[src/rtl/blkf_pkg.sv]
package blkf_pkg;

    typedef enum logic [1:0] {
        ESZ_BYTE = 2'b00,
        ESZ_HALF = 2'b01,
        ESZ_WORD = 2'b10,
        ESZ_RSVD = 2'b11
    } elem_sz_e;

    typedef enum logic [2:0] {
        ST_IDLE,
        ST_PLAN,
        ST_READ,
        ST_DRAIN,
        ST_WRITE,
        ST_FIN
    } eng_st_e;

    typedef struct packed {
        logic     to_shared;
        logic     fill;
        logic     rev;
        elem_sz_e esz;
    } xfer_mode_t;

    localparam int FILL_FLAG_BIT = 31;

    // replicate the low lane of a fill value across the 32-bit word
    function automatic logic [31:0] spread(input logic [31:0] v, input elem_sz_e s);
        logic [31:0] r;
        case (s)
            ESZ_BYTE: r = {4{v[7:0]}};
            ESZ_HALF: r = {2{v[15:0]}};
            default:  r = v;
        endcase
        return r;
    endfunction

endpackage

[src/rtl/blkf_slot_timer.sv]
module blkf_slot_timer #(
    parameter int SLOTS   = 8,
    parameter int SLOT_ID = 0
) (
    input  logic clk,
    input  logic rst,
    output logic slot_hit
);
    localparam int SW = (SLOTS > 1) ? $clog2(SLOTS) : 1;

    logic [SW-1:0] slot_q;

    always_ff @(posedge clk) begin
        if (rst)
            slot_q <= '0;
        else if (slot_q == SW'(SLOTS - 1))
            slot_q <= '0;
        else
            slot_q <= slot_q + SW'(1);
    end

    assign slot_hit = (slot_q == SW'(SLOT_ID));
endmodule

[src/rtl/blkf_word_buf.sv]
module blkf_word_buf #(
    parameter int DEPTH = 16,
    parameter int DW    = 32
) (
    input  logic                     clk,
    input  logic                     we,
    input  logic [$clog2(DEPTH)-1:0] waddr,
    input  logic [DW-1:0]            wdata,
    input  logic [$clog2(DEPTH)-1:0] raddr,
    output logic [DW-1:0]            rdata
);
    logic [DW-1:0] mem_q [DEPTH];

    always_ff @(posedge clk) begin
        if (we)
            mem_q[waddr] <= wdata;
    end

    assign rdata = mem_q[raddr];
endmodule

[src/rtl/blkf_addr_step.sv]
module blkf_addr_step #(
    parameter int AW = 12,
    parameter int OW = 11
) (
    input  logic [AW-1:0] base,
    input  logic [OW-1:0] off,
    input  logic          rev,
    output logic [AW-1:0] ptr
);
    logic [AW-1:0] off_w;

    generate
        if (OW >= AW) begin : g_trunc
            assign off_w = off[AW-1:0];
        end else begin : g_ext
            assign off_w = {{(AW-OW){1'b0}}, off};
        end
    endgenerate

    assign ptr = rev ? (base - off_w) : (base + off_w);
endmodule

[src/rtl/blkf_engine.sv]
module blkf_engine
    import blkf_pkg::*;
#(
    parameter int SA_W    = 12,
    parameter int LA_W    = 9,
    parameter int CNT_W   = 10,
    parameter int BURST   = 16,
    parameter int SLOTS   = 8,
    parameter int SLOT_ID = 0
) (
    input  logic            clk,
    input  logic            rst,
    input  logic            start,
    input  logic            to_shared,
    input  logic [SA_W-1:0] src_addr,
    input  logic [SA_W-1:0] dst_addr,
    input  logic [31:0]     count_reg,
    input  logic [1:0]      elem_size,
    output logic            busy,
    output logic            done,
    output logic            lcl_re,
    output logic            lcl_we,
    output logic [LA_W-1:0] lcl_addr,
    output logic [31:0]     lcl_wdata,
    input  logic [31:0]     lcl_rdata,
    output logic            shr_req,
    output logic            shr_we,
    output logic [SA_W-1:0] shr_addr,
    output logic [31:0]     shr_wdata,
    input  logic [31:0]     shr_rdata
);
    localparam int CW1 = CNT_W + 1;
    localparam int BW  = $clog2(BURST + 1);
    localparam int IW  = $clog2(BURST);

    eng_st_e        st_q;
    xfer_mode_t     mode_q;
    logic [SA_W-1:0] src_base_q, dst_base_q;
    logic [CW1-1:0] rem_q, off_q;
    logic [BW-1:0]  blen_q, idx_q;
    logic           open_q;
    logic           cap_v_q;
    logic [BW-1:0]  cap_idx_q;
    logic [31:0]    fill_val_q;
    logic           fill_ld_q;

    logic            slot_hit;
    logic [CNT_W-1:0] field;
    logic            cmd_fill, cmd_rev;
    logic [CW1-1:0]  step, src_off;
    logic [SA_W-1:0] src_ptr, dst_ptr;
    logic            src_shr, dst_shr;
    logic            go_rd, go_wr, rd_go, wr_go;
    logic [BW-1:0]   rd_len;
    logic            rd_last, wr_last;
    logic [31:0]     cap_data, buf_rdata, wr_data;
    logic            unused_cnt_bits;

    assign unused_cnt_bits = ^count_reg[FILL_FLAG_BIT-1:CNT_W];

    // command decode at acceptance
    assign field    = count_reg[CNT_W-1:0];
    assign cmd_fill = count_reg[FILL_FLAG_BIT];
    assign cmd_rev  = !cmd_fill && (src_addr < dst_addr);

    // shared slot schedule
    blkf_slot_timer #(
        .SLOTS  (SLOTS),
        .SLOT_ID(SLOT_ID)
    ) u_slot (
        .clk     (clk),
        .rst     (rst),
        .slot_hit(slot_hit)
    );

    // address generation: a fill always reads its one source word
    assign step    = off_q + CW1'(idx_q);
    assign src_off = mode_q.fill ? '0 : step;

    blkf_addr_step #(.AW(SA_W), .OW(CW1)) u_src_step (
        .base(src_base_q),
        .off (src_off),
        .rev (mode_q.rev),
        .ptr (src_ptr)
    );

    blkf_addr_step #(.AW(SA_W), .OW(CW1)) u_dst_step (
        .base(dst_base_q),
        .off (step),
        .rev (mode_q.rev),
        .ptr (dst_ptr)
    );

    // access gating
    assign src_shr = !mode_q.to_shared;
    assign dst_shr =  mode_q.to_shared;
    assign go_rd   = src_shr ? (open_q || slot_hit) : 1'b1;
    assign go_wr   = dst_shr ? (open_q || slot_hit) : 1'b1;
    assign rd_go   = (st_q == ST_READ)  && go_rd;
    assign wr_go   = (st_q == ST_WRITE) && go_wr;
    assign rd_len  = mode_q.fill ? BW'(1) : blen_q;
    assign rd_last = (idx_q == rd_len - BW'(1));
    assign wr_last = (idx_q == blen_q - BW'(1));

    // staging buffer
    assign cap_data = src_shr ? shr_rdata : lcl_rdata;

    blkf_word_buf #(.DEPTH(BURST), .DW(32)) u_buf (
        .clk  (clk),
        .we   (cap_v_q),
        .waddr(IW'(cap_idx_q)),
        .wdata(cap_data),
        .raddr(IW'(idx_q)),
        .rdata(buf_rdata)
    );

    assign wr_data = mode_q.fill ? fill_val_q : buf_rdata;

    // sequencer
    always_ff @(posedge clk) begin
        if (rst) begin
            st_q       <= ST_IDLE;
            mode_q     <= '0;
            src_base_q <= '0;
            dst_base_q <= '0;
            rem_q      <= '0;
            off_q      <= '0;
            blen_q     <= '0;
            idx_q      <= '0;
            open_q     <= 1'b0;
            cap_v_q    <= 1'b0;
            cap_idx_q  <= '0;
            fill_val_q <= '0;
            fill_ld_q  <= 1'b0;
        end else begin
            cap_v_q <= 1'b0;
            if (cap_v_q && mode_q.fill) begin
                fill_val_q <= spread(cap_data, mode_q.esz);
                fill_ld_q  <= 1'b1;
            end
            case (st_q)
                ST_IDLE: begin
                    if (start) begin
                        mode_q.to_shared <= to_shared;
                        mode_q.fill      <= cmd_fill;
                        mode_q.rev       <= cmd_rev;
                        mode_q.esz       <= elem_sz_e'(elem_size);
                        src_base_q <= cmd_rev ? src_addr + SA_W'(field) : src_addr;
                        dst_base_q <= cmd_rev ? dst_addr + SA_W'(field) : dst_addr;
                        rem_q      <= CW1'(field) + CW1'(1);
                        off_q      <= '0;
                        fill_ld_q  <= 1'b0;
                        st_q       <= ST_PLAN;
                    end
                end
                ST_PLAN: begin
                    blen_q <= (rem_q > CW1'(BURST)) ? BW'(BURST) : BW'(rem_q);
                    idx_q  <= '0;
                    open_q <= 1'b0;
                    st_q   <= (mode_q.fill && fill_ld_q) ? ST_WRITE : ST_READ;
                end
                ST_READ: begin
                    if (go_rd) begin
                        cap_v_q   <= 1'b1;
                        cap_idx_q <= idx_q;
                        open_q    <= 1'b1;
                        if (rd_last) begin
                            idx_q  <= '0;
                            open_q <= 1'b0;
                            st_q   <= ST_DRAIN;
                        end else begin
                            idx_q <= idx_q + BW'(1);
                        end
                    end
                end
                ST_DRAIN: begin
                    st_q <= ST_WRITE;
                end
                ST_WRITE: begin
                    if (go_wr) begin
                        open_q <= 1'b1;
                        if (wr_last) begin
                            idx_q  <= '0;
                            open_q <= 1'b0;
                            off_q  <= off_q + CW1'(blen_q);
                            rem_q  <= rem_q - CW1'(blen_q);
                            st_q   <= (rem_q == CW1'(blen_q)) ? ST_FIN : ST_PLAN;
                        end else begin
                            idx_q <= idx_q + BW'(1);
                        end
                    end
                end
                ST_FIN:  st_q <= ST_IDLE;
                default: st_q <= ST_IDLE;
            endcase
        end
    end

    // port drive
    assign shr_req   = (rd_go && src_shr) || (wr_go && dst_shr);
    assign shr_we    = wr_go && dst_shr;
    assign lcl_re    = rd_go && !src_shr;
    assign lcl_we    = wr_go && !dst_shr;
    assign shr_addr  = (st_q == ST_READ) ? src_ptr : dst_ptr;
    assign lcl_addr  = LA_W'((st_q == ST_READ) ? src_ptr : dst_ptr);
    assign shr_wdata = wr_data;
    assign lcl_wdata = wr_data;
    assign busy      = (st_q != ST_IDLE) && (st_q != ST_FIN);
    assign done      = (st_q == ST_FIN);
endmodule

[config.mk]
export PLATFORM = sky130hd
export DESIGN_NAME = blkf_engine
export DESIGN_NICKNAME = d
export VERILOG_FILES = /design/src/rtl/blkf_pkg.sv /design/src/rtl/blkf_slot_timer.sv /design/src/rtl/blkf_word_buf.sv /design/src/rtl/blkf_addr_step.sv /design/src/rtl/blkf_engine.sv
export SDC_FILE = /design/constraint.sdc
export NUM_CORES = 1
export LEC_CHECK = 0
export ABC_CLOCK_PERIOD_IN_PS = 5300
export BUFFER_PORTS_ARGS = -buffer_cell sky130_fd_sc_hd__buf_4
export CAP_MARGIN = 20
export CORE_ASPECT_RATIO = 0.75
export CORE_MARGIN = 4
export CORE_UTILIZATION = 55
export DETAILED_ROUTE_END_ITERATION = 12
export GPL_TIMING_DRIVEN = 0
export PLACE_DENSITY = 0.77
export SYNTH_ARGS = -nofsm -noshare
export SYNTH_HDL_FRONTEND = slang
export SYNTH_HIERARCHICAL = 1
export SYNTH_SLANG_ARGS = --single-unit
[constraint.sdc]
create_clock -name clk -period 5.3 [get_ports clk]
set_input_delay 1.06 -clock clk [delete_from_list [all_inputs] [get_ports clk]]
set_output_delay 1.06 -clock clk [all_outputs]
set_load 0.005 [all_outputs]
==> results summary, run 1 <==
The run finished, with violations left. The final reports fail on setup timing. The sum of buffers and inverters on the critical path is 2.

In this run the remaining antenna-violating nets after routing total 0. The total vias in the final route is 19,500. The power per unit of standard cell area is 453 nW/um2. The worst-case vdd ir drop came out at 0.412 mV. The first-pass detailed-route iteration total is 8. The fill cell total of the finished layout is 3,422.

The synthesized cell area came out at 28,700 um2. 217 I/O pins were placed. The effective utilization at floorplan is 55.7%. The number of buffers on the longest clock path is 3. The number of global-route vias before repair came out at 18,900. The number of CTS-inserted buffers came out at 57. The aggregate routed wire length came out at 81,300 um. The data arrival time of the critical path is 4.76 ns. At the later pin of the worst-skew pair, clock insertion delay measures 0.64 ns.

The final number of max-transition violations came out at 0. The share of the yosys chip area belonging to registers is 60.9%. The number of sinks on the clock net is 618. After the first detailed-routing iteration, the DRC count stood at 2,581.

The clock transition time at the flip-flop clock pins of the worst setup and hold paths came out at 0.07 ns. In the routed design, unresolved DRC markers number 0. The worst setup path is captured at a primary output. Synthesis instantiated 66 different standard cells from the library. The count of nets after finishing is 2,529. The mean routed wirelength per cell came out at 26.5 um. The smallest clock period supported by the final layout is computed as 5.82 ns. The area share of the largest cell type after synthesis came out at 53.5%. The total congestion overflow after global routing came out at 0. The post-route worst hold slack came out at 0.457 ns. The synthesized netlist net count came out at 2,210. The initial antenna violation count came out at 0.

The post-DP HPWL came out at 55,200 um. After floorplanning, the core was sized to cover 51,600 um2. The worst setup path is launched from a flop.

Setup repair after global routing could not meet its margin everywhere. The floorplan step defined a die boundary enclosing 56,000 um2. The number of synthesis warnings is 6.

Setup violations remaining at the end of the flow were counted as 7. By count the netlist is led by 512 x sky130_fd_sc_hd__edfxtp_1, 143 x sky130_fd_sc_hd__nor2_1, 128 x sky130_fd_sc_hd__mux4_2. The maximum level of the CTS H-tree came out at 2. TritonCTS built the clock tree. The total number of placement rows is 72. The count of flip-flops with a built-in enable after synthesis came out at 512. Along the worst path, the maximum fanout reaches 4. The number of vias per cell after detailed routing is 6.35. Among all cell types in the netlist, the one instantiated most often is sky130_fd_sc_hd__edfxtp_1.

sky130_fd_sc_hd__edfxtp_1 takes more of the synthesized area than any other cell. The startpoint-to-endpoint class of the critical path is flop to primary output. The post-synthesis async set-or-reset flop share is 0%.

The number of maximum-capacitance violations came out at 0. The setup slack at placement came out at -0.723 ns. The master cell of the clock root buffer is sky130_fd_sc_hd__clkbuf_16. In this run the tool buffered the top-level ports with 195 buffer cells. In this run the static leakage power is 11.9 nW. The width of the die came out at 272 um. The quantity of hold-fixing buffers added after cts came out at 0. The floorplan step set the die height to 206 um. The slowest stage of the critical path is the sky130_fd_sc_hd__or4_4 cell. The peak clock frequency supported by timing is 172 MHz. The tightest min-delay check is of the flop to flop type.

The transition time of the tightest slew-check pin came out at 1.01 ns. The longest individual stage delay on the worst path is 0.57 ns. The post-route total power is 15.6 mW. The total track usage came out at 28.5%. The relative max-transition margin is 32.5%. The aggregate negative setup slack came out at -2.14 ns. The number of hold violations in the final report is 0. The most used flip-flop cell after synthesis is sky130_fd_sc_hd__edfxtp_1. By area the synthesized netlist is led by sky130_fd_sc_hd__edfxtp_1 53%, sky130_fd_sc_hd__mux4_2 10%, sky130_fd_sc_hd__dfxtp_1 7.4%, sky130_fd_sc_hd__ha_1 3.4%, sky130_fd_sc_hd__mux2_2 2.7%. Across all setup checks in the final design, the least slack found is -0.520 ns. The worst path uses 110% of the clock period. The critical path goes through ha_4 -> inv_2 -> fa_2 -> nor2b_2 -> o21ai_2 -> a21boi_2 -> o21ai_2 -> xnor2_2 -> and2_4 -> or4_4 -> nor2_4 -> a21oi_2 -> xnor2_1 -> ha_1 -> a21oi_2 -> o21bai_1 -> a21oi_1 -> o21ai_2 -> xnor2_1 -> mux2_4 -> buf_6. The congestion estimate from routability-driven global placement came to 0.923. The pin count of the biggest net entering global routing is 24. For the final database, setup skew stands at 0.0158 ns. Broken down by cell family, the worst path's largest delay share belongs to simple AND/OR/NAND/NOR gates. The post-synthesis instance total is 2,000. The share of layout cells above drive strength 1 is 30.4%. The flop and latch count out of synthesis is 618. The global-route wire length before repair came out at 119,000 um. The layout-stage area growth over the synthesis result is 19.7%. The cell that appears most often on the critical path is sky130_fd_sc_hd__o21ai_2. The required time of the worst setup path is 4.24 ns. The register-to-register path setup slack came out at 1.73 ns.

Averaged over all synthesized cells, the footprint is 14.4 um2.
-- worst reg2reg max path, stage by stage (launching register included) --
cell and delay (ns):
sky130_fd_sc_hd__dfxtp_1 0.35, sky130_fd_sc_hd__clkbuf_1 0.56, sky130_fd_sc_hd__buf_2 0.52, sky130_fd_sc_hd__mux2i_1 0.68
sky130_fd_sc_hd__inv_1 0.49, sky130_fd_sc_hd__mux2i_1 0.49, sky130_fd_sc_hd__o211ai_1 0.14, sky130_fd_sc_hd__o21ai_0 0.14
sky130_fd_sc_hd__nor2_1 0.06
-- repair_timing --
action / in CTS / in global routing
buffers inserted: 17 / 23
gates cloned: 0 / 0
pin swaps: 24 / 35
endpoints found under the setup margin: 19 / 10
resized for setup: 45 / 56
-- flip-flops by register name (all words and copies together) (netlist names) --
name and count:
cap_idx_q 4, st_q 3, dst_base_q 12, u_slot/slot_q 3
fill_val_q 32, dst_shr 1, open_q 1, rem_q 11
cap_v_q 1, off_q 11, src_base_q 12, idx_q 5
u_buf/mem_q 512, mode_q 4, blen_q 5, fill_ld_q 1
-- cells by family after synthesis --
| family | Yosys count | share of synthesized area, % |
|---|---|---|
| DFF | 618 | 60.9 |
| and+or+nand+nor | 402 | 6.75 |
| buffers and inverters | 211 | 3.50 |
| xor gates and xnor gates | 91 | 2.77 |
| muxes | 230 | 13.9 |
| adders and majority gates | 84 | 3.84 |
| AOI/OAI and AO/OA | 364 | 8.39 |
-- per-layer routing --
layer	wire length [um]	track usage, %
met1	32300	41.9
met2	36600	43.2
met3	9630	5.80
met4	2820	9.67
met5	0	0
-- power by group --
group          switching [mW]  internal (mW)
clock                    1.88           2.63
sequential              0.135           5.51
combinational            2.74           2.69
-- cell usage in the layout (no fill, tap or decap), types with 12 or more instances in the layout --
cell type	instances
sky130_fd_sc_hd__edfxtp_1	512
sky130_fd_sc_hd__buf_4	279
sky130_fd_sc_hd__mux4_2	128
sky130_fd_sc_hd__nor2_1	124
sky130_fd_sc_hd__nand2_1	105
sky130_fd_sc_hd__dfxtp_1	100
sky130_fd_sc_hd__a21oi_1	82
sky130_fd_sc_hd__clkbuf_1	73
sky130_fd_sc_hd__ha_1	73
sky130_fd_sc_hd__a22oi_1	69
sky130_fd_sc_hd__mux2_2	64
sky130_fd_sc_hd__inv_1	63
sky130_fd_sc_hd__xnor2_1	63
sky130_fd_sc_hd__clkbuf_16	57
sky130_fd_sc_hd__o21ai_0	47
sky130_fd_sc_hd__a211oi_1	39
sky130_fd_sc_hd__mux2i_1	34
sky130_fd_sc_hd__o211ai_1	23
sky130_fd_sc_hd__nor2b_1	22
sky130_fd_sc_hd__buf_6	21
sky130_fd_sc_hd__xor2_1	19
sky130_fd_sc_hd__nor3_1	18
sky130_fd_sc_hd__nor2_4	16
sky130_fd_sc_hd__a21o_1	14
sky130_fd_sc_hd__buf_1	14
sky130_fd_sc_hd__a31oi_1	13
sky130_fd_sc_hd__buf_2	12
sky130_fd_sc_hd__nand3_1	12
-- final timing paths --
kind | start | end | depth (start not counted)
max | idx_q[0]$_SDFFE_PP0P_ | shr_addr[11] | 21
min | fill_val_q[11]$_SDFFE_PP0P_ | fill_val_q[11]$_SDFFE_PP0P_ | 2
max reg2reg | dst_shr$_SDFFE_PP0P_ | fill_val_q[26]$_SDFFE_PP0P_ | 8
min reg2reg | fill_val_q[11]$_SDFFE_PP0P_ | fill_val_q[11]$_SDFFE_PP0P_ | 2
-- through the flow --
stage	cells	utilization, %	cell area [um2]
2_1_floorplan	2000	-	28700
3_3_place_gp	2898	60.2	31100
3_5_place_dp	2925	61.3	31600
4_1_cts	3049	65.8	34000
5_1_grt	3071	66.6	34400
6_report	3072	66.6	34400
-- area by class of cell --
class	instances	area, um2	area share (%)
inverter	67	251	0.731
sequential	618	17500	50.9
buffer	143	768	2.23
multi-input combinational	1171	10700	31.0
antenna	1	2.50	0.00727
clock buffer	73	1550	4.50
tap	703	880	2.56
timing repair buffer	261	2230	6.48
clock inverter	35	533	1.55
No activity file was read; power rests on OpenSTA's default activity.
==> inputs of run 2 (changes only) <==
ABC_CLOCK_PERIOD_IN_PS = 5150   (was 5300)
CORE_UTILIZATION = 50   (was 55)
PLACE_DENSITY = 0.71   (was 0.77)
clock period = 5.15 ns   (was 5.3 ns; I/O delays follow)
==> results summary, run 2 (synthesis results as in run 1) <==
The flow ran to the end, but the final reports show violations. The final reports fail on setup timing. The first global-routing pass estimated 117,000 um of wire. The post-route core utilization is 61.0%.

The total number of placement rows came out at 75. The clock transition time at the flip-flop clock pins of the worst setup and hold paths came out at 0.07 ns. Counting I/O delays and the setup requirement, the final critical path takes 5.67 ns. The relative max-transition margin came out at 33.4%. The routability congestion estimate from global placement came out at 0.906.

The clock network is responsible for 28.1% of the overall power. The tightest min-delay check is of the flop to flop type. The final number of max-transition violations is 0. For this run, the post-layout net count is 2,524. The kind of end point of the critical path is a primary output. The initial antenna violation count is 0. The critical path is of the flop to primary output type. The leading cell type in the layout, fill and taps excluded is sky130_fd_sc_hd__edfxtp_1.

The transition time of the tightest slew-check pin is 0.999 ns. In the layout the commonest cells are 512 x sky130_fd_sc_hd__edfxtp_1, 277 x sky130_fd_sc_hd__buf_4, 128 x sky130_fd_sc_hd__mux4_2. Power spread over the standard cell area amounts to 459 nW/um2. Cell internal power was estimated by the tool at 11.0 mW. The height of the die is 216 um. Setup violations remaining at the end of the flow were counted as 8. The number of global-route vias before repair is 18,500. The portion of total power attributed to combinational logic is 35.1%. After detailed routing, the average wire length per cell comes to 25.2 um. The final standard cell count with taps included and fillers excluded is 3,130. The tree is rooted in a sky130_fd_sc_hd__clkbuf_16. Setup repair after global routing could not meet its margin everywhere.

The width of the die is 285 um. For this run, design rule violations remaining after detail routing come to 0. In the final layout, the share of cells above drive strength 1 is 29.9%. The sequential group share of total power came out at 36.8%. In this run the power spent charging and discharging nets is 4.76 mW. The number of hold violations in the final report came out at 0. The total track usage came out at 25.3%. The maximum level of the CTS H-tree is 2. TritonCTS built the clock tree. STA puts the critical path data arrival time at 4.64 ns. Entering global routing, the biggest net connects 23 pins. The largest registers in the layout are u_buf/mem_q (512), fill_val_q (32). IR analysis of the VDD net gives a maximum drop of 0.331 mV.

The required time of the worst setup path came out at 4.12 ns. TritonCTS created 56 clock buffers. The number of maximum-capacitance violations came out at 0. The final antenna-violating net count came out at 0. The total congestion overflow after global routing came out at 0. The clock network latency to the later pin of the worst-skew pair came out at 0.62 ns. Clock skew on the completed layout was measured at 0.0267 ns. The worst path uses 110% of the clock period.

The post-route worst setup slack came out at -0.515 ns. The floorplan step defined a die boundary enclosing 61,400 um2. The area of the core region came out at 56,400 um2. The layout-stage area growth over the synthesis result is 19.6%.

The total of buffers placed on input and output ports came out at 195. The peak clock frequency supported by timing came out at 177 MHz. The number of sinks on the clock net is 618. In this run the worst path has a maximum fanout of 4. 217 I/O pins were placed. Once detailed placement completed, the half-perimeter wirelength came to 55,600 um. The repair_antennas step left the layout with diodes totalling 0.

The number of buffers on the longest clock path is 3. The first detailed-routing pass took 5 iterations. The flip-flop count of the largest register, all copies and words added came out at 512. The number of design-rule violations left by the first detailed-router iteration is 2,038.

The fraction of power spent switching nets is 30.2%. The number of placed instances, taps included, is 2,993. The number of vias per cell after detailed routing came out at 6.04. The aggregate routed wire length is 79,000 um. The leakage power of the design came out at 11.8 nW. Ranked by flip-flop count, first place goes to u_buf/mem_q.

Summing over every cut layer, the via total after detailed routing is 18,900. STA classifies the critical path startpoint as a flop. The effective utilization at floorplan came out at 51.0%.
## run 2: cell count changes in the layout (fill, tap and decap cells not counted), moves of 3 or more
| cell | previous run | this run |
|---|---|---|
| sky130_fd_sc_hd__clkinv_1 | 4 | 11 |
| sky130_fd_sc_hd__a21oi_1 | 82 | 87 |
| sky130_fd_sc_hd__a21oi_2 | 11 | 6 |
| sky130_fd_sc_hd__buf_12 | 9 | 4 |
| sky130_fd_sc_hd__buf_16 | 4 | 8 |
| sky130_fd_sc_hd__clkbuf_8 | 7 | 3 |
| sky130_fd_sc_hd__clkinv_2 | 6 | 10 |
| sky130_fd_sc_hd__clkbuf_1 | 73 | 70 |
| sky130_fd_sc_hd__clkinvlp_4 | 8 | 5 |
## run 2: final cells by class
type                    count  area, um2
multi-input cells        1171      10700
inverters                  67        251
repair buffers            257       2220
plain buffers             143        768
clock buffers              65       1460
clock inverters            39        509
flip-flops and latches    618      17500
fillers                  4167      22000
well taps                 770        963
## run 2: path summary, 6_finish.rpt
path / from / endpoint / slack [ns] / cells after the start
worst min-delay path: fill_val_q[11]$_SDFFE_PP0P_ / fill_val_q[11]$_SDFFE_PP0P_ / 0.46 / 2
worst max-delay path: idx_q[0]$_SDFFE_PP0P_ / shr_addr[11] / -0.52 / 21
worst max register to register: dst_shr$_SDFFE_PP0P_ / fill_val_q[27]$_SDFFE_PP0P_ / 1.61 / 8
worst min register to register: fill_val_q[11]$_SDFFE_PP0P_ / fill_val_q[11]$_SDFFE_PP0P_ / 0.46 / 2
## run 2: what timing repair did
action | in CTS | in global routing
pin swaps | 37 | 25
gates resized for setup | 84 | 19
buffers inserted | 31 | 6
hold buffers | 0 | 0
hold endpoints to repair | 0 | 0
setup endpoints to repair | 19 | 10
## run 2: critical path, stage by stage, from the launching register on
cell and delay [ns]:
sky130_fd_sc_hd__dfxtp_4 0.36, sky130_fd_sc_hd__ha_4 0.13, sky130_fd_sc_hd__inv_2 0.03, sky130_fd_sc_hd__fa_2 0.35, sky130_fd_sc_hd__nor2b_2 0.13, sky130_fd_sc_hd__o21ai_2 0.07, sky130_fd_sc_hd__a21boi_2 0.20, sky130_fd_sc_hd__o21ai_2 0.12
sky130_fd_sc_hd__xnor2_2 0.20, sky130_fd_sc_hd__and2_4 0.19, sky130_fd_sc_hd__or4_4 0.51, sky130_fd_sc_hd__nor2_2 0.10, sky130_fd_sc_hd__a21oi_1 0.08, sky130_fd_sc_hd__xnor2_1 0.15, sky130_fd_sc_hd__ha_1 0.34, sky130_fd_sc_hd__a21oi_2 0.18
sky130_fd_sc_hd__o21bai_1 0.08, sky130_fd_sc_hd__a21oi_1 0.18, sky130_fd_sc_hd__o21ai_2 0.11, sky130_fd_sc_hd__xnor2_1 0.14, sky130_fd_sc_hd__mux2_4 0.27, sky130_fd_sc_hd__buf_6 0.12
## run 2: power by group through the flow
stage / logic, mW / clock network, mW / registers (mW)
global route: 5.95 / 4.69 / 5.82
CTS: 5.39 / 4.48 / 5.80
detailed placement: 5.02 / 0 / 5.91
finish: 5.54 / 4.43 / 5.81
global placement: 4.90 / 0 / 5.91
floorplan: 3.29 / 0 / 5.85
## run 2: layer usage
metal	up-vias	track usage, %	wire length [um]
met5	-	0	0
met3	123	4.86	7850
met2	977	38.0	35300
met4	0	6.63	1900
li1	8282	-	-
met1	9528	38.3	34000
## run 2: metrics by stage
stage | total power, mW | area [um2] | setup WS (ns) | hold WS (ns) | setup TNS, ns
floorplan | 9.14 | 28700 | 0.0614 | 0.425 | 0
global placement | 10.8 | 31200 | -1.04 | 0.435 | -96.80
detailed placement | 10.9 | 31800 | -0.942 | 0.449 | -7.49
CTS | 15.7 | 34300 | -0.599 | 0.458 | -3.04
global route | 16.5 | 34400 | -0.716 | 0.479 | -4.20
finish | 15.8 | 34400 | -0.515 | 0.460 | -2.42
